`config.mk`:
```
export PLATFORM = sky130hd
export DESIGN_NAME = acp_cycle_ctrl
export DESIGN_NICKNAME = d
export VERILOG_FILES = /design/src/rtl/acp_pkg.sv /design/src/rtl/acp_alu.sv /design/src/rtl/acp_dpath.sv /design/src/rtl/acp_seq.sv /design/src/rtl/acp_cycle_ctrl.sv
export SDC_FILE = /design/constraint.sdc
export NUM_CORES = 1
export LEC_CHECK = 0
export ABC_AREA = 0
export BUFFER_PORTS_ARGS = -buffer_cell sky130_fd_sc_hd__clkbuf_2
export CORE_MARGIN = 2
export CORE_UTILIZATION = 45
export DETAILED_ROUTE_END_ITERATION = 10
export PLACE_DENSITY_LB_ADDON = 0.15
export SYNTH_ARGS = -nofsm -noshare
export SYNTH_HDL_FRONTEND = slang
export SYNTH_SLANG_ARGS = --single-unit
```
`constraint.sdc`:
```
create_clock -name clk -period 5 [get_ports clk]
set_input_delay 1 -clock clk [delete_from_list [all_inputs] [get_ports clk]]
set_output_delay 1 -clock clk [all_outputs]
set_load 0.03 [all_outputs]
```
`src/rtl/acp_pkg.sv`:
```
// Shared types for the accumulator cycle controller.
// Assumes: a 4-bit state code and a 3-bit opcode field.
package acp_pkg;

    typedef enum logic [3:0] {
        S_F0, S_F1, S_F2, S_F3,
        S_I0, S_I1, S_I2,
        S_X0, S_X1, S_X2, S_X3,
        S_N0, S_N1, S_N2, S_N3,
        S_HALT
    } acp_state_e;

    typedef enum logic [2:0] {
        OP_LOAD = 3'd0, OP_STOR = 3'd1, OP_ADD = 3'd2, OP_SUB = 3'd3,
        OP_JMP  = 3'd4, OP_RTI  = 3'd5, OP_NOP = 3'd6, OP_HALT = 3'd7
    } acp_op_e;

    typedef enum logic [1:0] { MAR_PC, MAR_EA, MAR_SAVE } mar_src_e;
    typedef enum logic [1:0] { MBR_MEM, MBR_AC, MBR_PC } mbr_src_e;
    typedef enum logic       { PC_EA, PC_HANDLER } pc_src_e;
    typedef enum logic [1:0] { ALU_PASS, ALU_ADD, ALU_SUB } alu_op_e;

    // One register transfer per clock: at most one load enable group active.
    typedef struct packed {
        logic     mar_ld;
        mar_src_e mar_src;
        logic     mbr_ld;
        mbr_src_e mbr_src;
        logic     ir_ld;
        logic     pc_inc;
        logic     pc_ld;
        pc_src_e  pc_src;
        logic     ac_ld;
        alu_op_e  alu_op;
        logic     ie_set;
        logic     ie_clr;
        logic     mem_rd;
        logic     mem_wr;
    } acp_ctl_t;

endpackage

```
`src/rtl/acp_alu.sv`:
```
// Accumulator arithmetic: pass, add or subtract, modulo 2^DW.
// Assumes: purely combinational, no flags are produced.
module acp_alu
    import acp_pkg::*;
#(
    parameter int DW = 16
) (
    input  logic [DW-1:0] a,
    input  logic [DW-1:0] b,
    input  alu_op_e       op,
    output logic [DW-1:0] y
);

    // Select the operation result.
    always_comb begin
        case (op)
            ALU_ADD: y = a + b;
            ALU_SUB: y = a - b;
            default: y = b;
        endcase
    end

endmodule

```
`src/rtl/acp_dpath.sv`:
```
// Register set: MAR, MBR, opcode register, PC, AC and interrupt enable.
// Assumes: the sequencer raises one transfer per clock; the address part
// of the current instruction (or of the indirect word) stays in MBR.
module acp_dpath
    import acp_pkg::*;
#(
    parameter int DW           = 16,
    parameter int AW           = 12,
    parameter int RST_PC       = 16,
    parameter int SAVE_ADDR    = 0,
    parameter int HANDLER_ADDR = 1
) (
    input  logic          clk,
    input  logic          rst_n,
    input  acp_ctl_t      ctl,
    input  logic [DW-1:0] mem_rdata,
    output logic [AW-1:0] mar_q,
    output logic [DW-1:0] mbr_q,
    output acp_op_e       ir_q,
    output logic [AW-1:0] pc_q,
    output logic [DW-1:0] ac_q,
    output logic          ie_q,
    output logic          mbr_ind,
    output acp_op_e       mbr_op
);

    localparam int OPW = 3;
    localparam int OPL = DW - 1 - OPW;

    logic [AW-1:0] ea;
    logic [DW-1:0] alu_y;

    assign ea      = mbr_q[AW-1:0];
    assign mbr_ind = mbr_q[DW-1];
    assign mbr_op  = acp_op_e'(mbr_q[OPL +: OPW]);

    acp_alu #(.DW(DW)) u_alu (
        .a  (ac_q),
        .b  (mbr_q),
        .op (ctl.alu_op),
        .y  (alu_y)
    );

    // Memory address register load.
    always_ff @(posedge clk) begin
        if (!rst_n) mar_q <= '0;
        else if (ctl.mar_ld) begin
            case (ctl.mar_src)
                MAR_PC:   mar_q <= pc_q;
                MAR_EA:   mar_q <= ea;
                default:  mar_q <= AW'(SAVE_ADDR);
            endcase
        end
    end

    // Memory buffer register load.
    always_ff @(posedge clk) begin
        if (!rst_n) mbr_q <= '0;
        else if (ctl.mbr_ld) begin
            case (ctl.mbr_src)
                MBR_MEM: mbr_q <= mem_rdata;
                MBR_AC:  mbr_q <= ac_q;
                default: mbr_q <= {{(DW-AW){1'b0}}, pc_q};
            endcase
        end
    end

    // Opcode register takes the opcode field of the fetched word.
    always_ff @(posedge clk) begin
        if (!rst_n)         ir_q <= OP_LOAD;
        else if (ctl.ir_ld) ir_q <= mbr_op;
    end

    // Program counter: increment during fetch, or load a new address.
    always_ff @(posedge clk) begin
        if (!rst_n)          pc_q <= AW'(RST_PC);
        else if (ctl.pc_inc) pc_q <= pc_q + 1'b1;
        else if (ctl.pc_ld)  pc_q <= (ctl.pc_src == PC_HANDLER) ? AW'(HANDLER_ADDR) : ea;
    end

    // Accumulator update from the ALU.
    always_ff @(posedge clk) begin
        if (!rst_n)         ac_q <= '0;
        else if (ctl.ac_ld) ac_q <= alu_y;
    end

    // Interrupt enable flag.
    always_ff @(posedge clk) begin
        if (!rst_n)          ie_q <= 1'b1;
        else if (ctl.ie_clr) ie_q <= 1'b0;
        else if (ctl.ie_set) ie_q <= 1'b1;
    end

    a_r2_pc_step: assert property (@(posedge clk) disable iff (!rst_n)
        ctl.pc_inc |=> pc_q == AW'($past(pc_q) + 1'b1));

    a_r7_ie_off: assert property (@(posedge clk) disable iff (!rst_n)
        ctl.ie_clr |=> !ie_q);

    a_r8_ie_on: assert property (@(posedge clk) disable iff (!rst_n)
        ctl.ie_set |=> ie_q);

endmodule

```
`src/rtl/acp_seq.sv`:
```
// Cycle sequencer: fetch, indirect, execute and interrupt-entry states.
// Assumes: memory read data is valid one clock after the read strobe;
// the interrupt request is examined only in the last execute state.
module acp_seq
    import acp_pkg::*;
(
    input  logic       clk,
    input  logic       rst_n,
    input  logic       irq,
    input  logic       ie,
    input  logic       mbr_ind,
    input  acp_op_e    mbr_op,
    input  acp_op_e    ir_op,
    output acp_ctl_t   ctl,
    output acp_state_e state_q
);

    acp_state_e nxt;
    logic       done;

    // State register.
    always_ff @(posedge clk) begin
        if (!rst_n) state_q <= S_F0;
        else        state_q <= nxt;
    end

    // Transfer decode and next state for every cycle.
    always_comb begin
        ctl  = '0;
        nxt  = state_q;
        done = 1'b0;
        case (state_q)
            S_F0: begin ctl.mar_ld = 1'b1; ctl.mar_src = MAR_PC; nxt = S_F1; end
            S_F1: begin ctl.mem_rd = 1'b1; ctl.pc_inc = 1'b1; nxt = S_F2; end
            S_F2: begin ctl.mbr_ld = 1'b1; ctl.mbr_src = MBR_MEM; nxt = S_F3; end
            S_F3: begin
                ctl.ir_ld = 1'b1;
                if (mbr_op == OP_HALT)                   nxt = S_HALT;
                else if (mbr_ind && (mbr_op <= OP_JMP)) nxt = S_I0;
                else                                     nxt = S_X0;
            end
            S_I0: begin ctl.mar_ld = 1'b1; ctl.mar_src = MAR_EA; nxt = S_I1; end
            S_I1: begin ctl.mem_rd = 1'b1; nxt = S_I2; end
            S_I2: begin ctl.mbr_ld = 1'b1; ctl.mbr_src = MBR_MEM; nxt = S_X0; end
            S_X0: begin
                case (ir_op)
                    OP_LOAD, OP_ADD, OP_SUB, OP_STOR: begin
                        ctl.mar_ld = 1'b1; ctl.mar_src = MAR_EA; nxt = S_X1;
                    end
                    OP_RTI: begin ctl.mar_ld = 1'b1; ctl.mar_src = MAR_SAVE; nxt = S_X1; end
                    OP_JMP: begin ctl.pc_ld = 1'b1; ctl.pc_src = PC_EA; done = 1'b1; end
                    OP_NOP: done = 1'b1;
                    default: nxt = S_HALT;
                endcase
            end
            S_X1: begin
                if (ir_op == OP_STOR) begin ctl.mbr_ld = 1'b1; ctl.mbr_src = MBR_AC; end
                else                        ctl.mem_rd = 1'b1;
                nxt = S_X2;
            end
            S_X2: begin
                if (ir_op == OP_STOR) begin ctl.mem_wr = 1'b1; done = 1'b1; end
                else begin ctl.mbr_ld = 1'b1; ctl.mbr_src = MBR_MEM; nxt = S_X3; end
            end
            S_X3: begin
                done = 1'b1;
                case (ir_op)
                    OP_LOAD: begin ctl.ac_ld = 1'b1; ctl.alu_op = ALU_PASS; end
                    OP_ADD:  begin ctl.ac_ld = 1'b1; ctl.alu_op = ALU_ADD;  end
                    OP_SUB:  begin ctl.ac_ld = 1'b1; ctl.alu_op = ALU_SUB;  end
                    default: begin ctl.pc_ld = 1'b1; ctl.pc_src = PC_EA; ctl.ie_set = 1'b1; end
                endcase
            end
            S_N0: begin ctl.mbr_ld = 1'b1; ctl.mbr_src = MBR_PC; nxt = S_N1; end
            S_N1: begin ctl.mar_ld = 1'b1; ctl.mar_src = MAR_SAVE; nxt = S_N2; end
            S_N2: begin ctl.mem_wr = 1'b1; nxt = S_N3; end
            S_N3: begin
                ctl.pc_ld = 1'b1; ctl.pc_src = PC_HANDLER; ctl.ie_clr = 1'b1; nxt = S_F0;
            end
            default: nxt = S_HALT;
        endcase
        if (done) nxt = (irq && ie) ? S_N0 : S_F0;
    end

    a_r9_halt_sticky: assert property (@(posedge clk) disable iff (!rst_n)
        state_q == S_HALT |=> state_q == S_HALT);

    a_r7_entry_gate: assert property (@(posedge clk) disable iff (!rst_n)
        state_q == S_N0 |-> ($past(irq) && $past(ie)));

    a_r7_entry_origin: assert property (@(posedge clk) disable iff (!rst_n)
        state_q == S_N0 |-> ($past(state_q) == S_X0 || $past(state_q) == S_X2
                             || $past(state_q) == S_X3));

endmodule

```
`src/rtl/acp_cycle_ctrl.sv`:
```
// Top of the accumulator cycle controller: sequencer plus register set.
// Assumes: single-port synchronous memory, read latency one clock,
// write taken on the edge that ends the write-strobe cycle.
module acp_cycle_ctrl
    import acp_pkg::*;
#(
    parameter int DW           = 16,
    parameter int AW           = 12,
    parameter int RST_PC       = 16,
    parameter int SAVE_ADDR    = 0,
    parameter int HANDLER_ADDR = 1
) (
    input  logic          clk,
    input  logic          rst_n,
    input  logic          irq,
    input  logic [DW-1:0] mem_rdata,
    output logic [AW-1:0] mem_addr,
    output logic          mem_rd,
    output logic          mem_wr,
    output logic [DW-1:0] mem_wdata,
    output logic [DW-1:0] acc,
    output logic [AW-1:0] pc,
    output logic          int_en,
    output logic          halted
);

    acp_ctl_t   ctl;
    acp_state_e st;
    acp_op_e    ir_op;
    acp_op_e    mbr_op;
    logic       mbr_ind;

    acp_seq u_seq (
        .clk     (clk),
        .rst_n   (rst_n),
        .irq     (irq),
        .ie      (int_en),
        .mbr_ind (mbr_ind),
        .mbr_op  (mbr_op),
        .ir_op   (ir_op),
        .ctl     (ctl),
        .state_q (st)
    );

    acp_dpath #(
        .DW(DW), .AW(AW), .RST_PC(RST_PC),
        .SAVE_ADDR(SAVE_ADDR), .HANDLER_ADDR(HANDLER_ADDR)
    ) u_dpath (
        .clk       (clk),
        .rst_n     (rst_n),
        .ctl       (ctl),
        .mem_rdata (mem_rdata),
        .mar_q     (mem_addr),
        .mbr_q     (mem_wdata),
        .ir_q      (ir_op),
        .pc_q      (pc),
        .ac_q      (acc),
        .ie_q      (int_en),
        .mbr_ind   (mbr_ind),
        .mbr_op    (mbr_op)
    );

    assign mem_rd = ctl.mem_rd;
    assign mem_wr = ctl.mem_wr;
    assign halted = (st == S_HALT);

    a_r11_one_strobe: assert property (@(posedge clk) disable iff (!rst_n)
        !(mem_rd && mem_wr));

    a_r9_halt_quiet: assert property (@(posedge clk) disable iff (!rst_n)
        halted |-> (!mem_rd && !mem_wr));

    a_r5_store_data: assert property (@(posedge clk) disable iff (!rst_n)
        (mem_wr && st == S_X2) |-> mem_wdata == acc);

    a_r7_save_addr: assert property (@(posedge clk) disable iff (!rst_n)
        (mem_wr && st == S_N2) |-> (mem_addr == AW'(SAVE_ADDR)
                                    && mem_wdata == {{(DW-AW){1'b0}}, pc}));

endmodule

```
==> out/metrics.cfg <==
[run_status]
status=finished clean

[yosys]
yosysWarnings=0
async_reset_ff_frac=0
synth.cell_area_mm2=0.00464
synthMuxAreaShare=0.0477
synth_compound_area_frac=0.283
synth-edff-count=0
synth.top_cell.area_share=0.276
yosysUniqueCellTypes=64
netlist.top_cell.by_area=dfxtp_1
synth_nets=631
synth.avg_cell_area_um2=7.82
synthFlopType=dfxtp_1
syn-instance-count=593
ys_seq_elements=64
synth_xor_area_frac=0.0510
post_synth_and_or_nand_nor_area_fraction=0.226
ys_seq_area_frac=0.276
synthAdderAreaFrac=0.0529
synth_top_family_by_area=compound AO/OA/AOI/OAI gates
synth_area_leaders=dfxtp_1 (28%), a21oi_1 (7.7%), nor2b_1 (5.5%)

[cts]
cts_root_buf=clkbuf_8
cts_sinks=64
post_cts_resized=0
clockBufferDepth=2
hold_buffers=0
insertion_delay_ns=0.36
htree_levels=3
clkSlewWorstSetupHoldPaths_ns=0.08
cts_tree=done
postCtsSetupBuffers=0
cts_made_buffers=9

[worst_setup_path]
worst-setup-path-type=reg -> reg
r2r_setup_slack_ns=1.13
r2r-end=u_dpath.ac_q[14]$_SDFFE_PN0P_
worst-r2r-cell-count=18
cp-end-kind=register
crit_chain=buf_4 -> nand2b_1 -> nor2_1 -> nand2_1 -> nor3b_1 -> and2_1 -> ha_1 -> buf_4 -> a21oi_1 -> xnor2_1 -> ha_1 -> a21oi_1 -> nand2_1 -> o21a_1 -> a31o_1 -> a211oi_2 -> mux2i_1 -> a31oi_1
critPathLaunch=u_seq.state_q[2]$_SDFFE_PN0P_
arrival_ns=4.12
max_stage_delay_ns=0.35
cpMaxStageDelayCell=ha_1
critical_path_peak_fanout=19
startpoint_type=register
cp_data_required_time_ns=5.24
r2r-start=u_seq.state_q[2]$_SDFFE_PN0P_

[flow_run]
drv_cap=0

[finish]
diodes=0
final_cells=779
num-nets-final=677
area_growth_pct=12.2
nFillCells=1047
finish.utilization=0.511
layout_commonest_cell=clkbuf_2
layout-drive-gt1-share=0.185
final_cell_mix=clkbuf_2 (78), a21oi_1 (71), dfxtp_1 (64), nor2_1 (62), nor2b_1 (41)
final_area_mm2=0.00521

[routing]
drc=0
drt_wl_total_um=12500
wire_per_inst_um=16.1
dr.first_iter.drc_count=218
antenna_left=0
vias_per_cell=5.74
first_pass_iters=6
vias=4469

[hold_path]
min_to=u_dpath.mar_q[4]$_SDFFE_PN0P_
min-delay-start=u_dpath.mar_q[4]$_SDFFE_PN0P_
holdPathStages=2
hold_class=reg -> reg

[timing]
drv_slew=0
clock.fmax_mhz=258
final.period_utilization=0.775
max-slew-margin-rel=0.324
worst_pin_slew_ns=1.01
finClkSkew_ns=0.00681
min_period_ns=3.87
worst_hold_slack_ns=0.511
finalSetupViolCount=0
rsz0062_at_grt=no
finalSetupTns_ns=0
finalHoldViolations=0

[place]
hpwl_um=8890
dp_cells=764
dpl-instance-area_mm2=0.00502
place.port_buffers=78
gp_congestion=0.864

[floorplanning]
die_x_um=106
initial_utilization=0.455
die_h_um=106
row_count=37
core-area_mm2=0.0102
die-area_mm2=0.0111
io_pins=79

[power_and_ir_drop]
power.share.clock=0.263
power.density_mw_per_mm2=328
power_frac_seq=0.360
leakage_uw=0.00231
ir_worst_vdd_uv=114
switching_share=0.391
p_int_uw=1040
p_comb_frac=0.377
p_switching_uw=668

[global_routing]
grt_antenna_before_repair=0
grt_pass1_vias=3953
grt_overflow=0
grt_use_total=0.226
grt_pass1_wl_um=20400
grt_max_degree=66

-- metrics by stage --
step           worst slack, ns  power (uW)
2_1_floorplan             1.26        1130
3_3_place_gp              1.21        1250
3_5_place_dp              1.15        1260
4_1_cts                   1.13        1710
5_1_grt                  0.775        1810
6_report                  1.13        1710
-- metal layers --
metal,vias up,track usage,part of all wire
li1,2233,-,-
met1,2095,0.325,0.47
met2,126,0.351,0.46
met3,15,0.0284,0.054
met4,0,0.0695,0.014
met5,-,0,0
-- worst max-delay path: cells and delay by family, from the launching register on --
family	cells	cell delay, ns
AND/OR/NAND/NOR	6	1.04
AO/OA/AOI/OAI	6	1.04
adder cells (fa/ha/maj)	2	0.61
buffers and inverters	2	0.41
flip-flops	1	0.30
multiplexers	1	0.21
XOR/XNOR	1	0.14
-- logic make-up after synthesis --
group / count (synthesis)
AO/OA/AOI/OAI: 198
XOR/XNOR: 27
adder cells (fa/ha/maj): 19
buffers and inverters: 62
flip-flops: 64
multiplexers: 22
AND/OR/NAND/NOR: 201
-- sequential cells by signal, indices dropped and copies added, names as in the netlist --
name           cells
u_seq.state_q      4
u_dpath.mbr_q     16
u_dpath.ie_q       1
u_dpath.pc_q      12
u_dpath.ir_q       3
u_dpath.ac_q      16
u_dpath.mar_q     12
-- layout make-up --
| type | count | area [um^2] | area share |
|---|---|---|---|
| Multi-Input combinational cell | 467 | 3080 | 0.591 |
| Sequential cell | 64 | 1280 | 0.246 |
| Timing Repair Buffer | 86 | 450 | 0.0865 |
| Tap cell | 136 | 170 | 0.0327 |
| Clock buffer | 10 | 128 | 0.0245 |
| Clock inverter | 5 | 58.8 | 0.0113 |
| Inverter | 11 | 41.3 | 0.00793 |
-- power groups by stage --
stage | logic (uW) | registers (uW) | clock network (uW)
final | 643 | 614 | 449
after global placement | 630 | 625 | 0
after detailed placement | 636 | 625 | 0
after global routing | 714 | 621 | 476
after floorplan | 494 | 640 | 0
after CTS | 640 | 613 | 457
-- Yosys cell counts, types with 6 or more instances --
cell,number
a211oi_1,14
a21o_1,6
a21oi_1,71
a21oi_2,6
a22oi_1,12
a31oi_1,9
and2_1,6
buf_2,20
clkbuf_1,24
dfxtp_1,64
ha_1,18
inv_1,11
mux2i_1,21
nand2_1,32
nand2b_1,8
nand3_1,11
nor2_1,62
nor2b_1,41
nor3_1,12
o211a_1,11
o211ai_1,10
o21ai_0,26
xnor2_1,22
-- how the worst max path moves through the flow --
stage          cells after the start  slack (ns)                       endpoint
3_5_place_dp                      18        1.15  u_dpath.ac_q[14]$_SDFFE_PN0P_
5_1_grt                           18        0.78  u_dpath.ac_q[14]$_SDFFE_PN0P_
6_report                          18        1.13  u_dpath.ac_q[14]$_SDFFE_PN0P_
2_1_floorplan                     18        1.26  u_dpath.ac_q[14]$_SDFFE_PN0P_
3_3_place_gp                      18        1.21  u_dpath.ac_q[14]$_SDFFE_PN0P_
4_1_cts                           18        1.13  u_dpath.ac_q[14]$_SDFFE_PN0P_
Power figures use the tool's default switching activity.
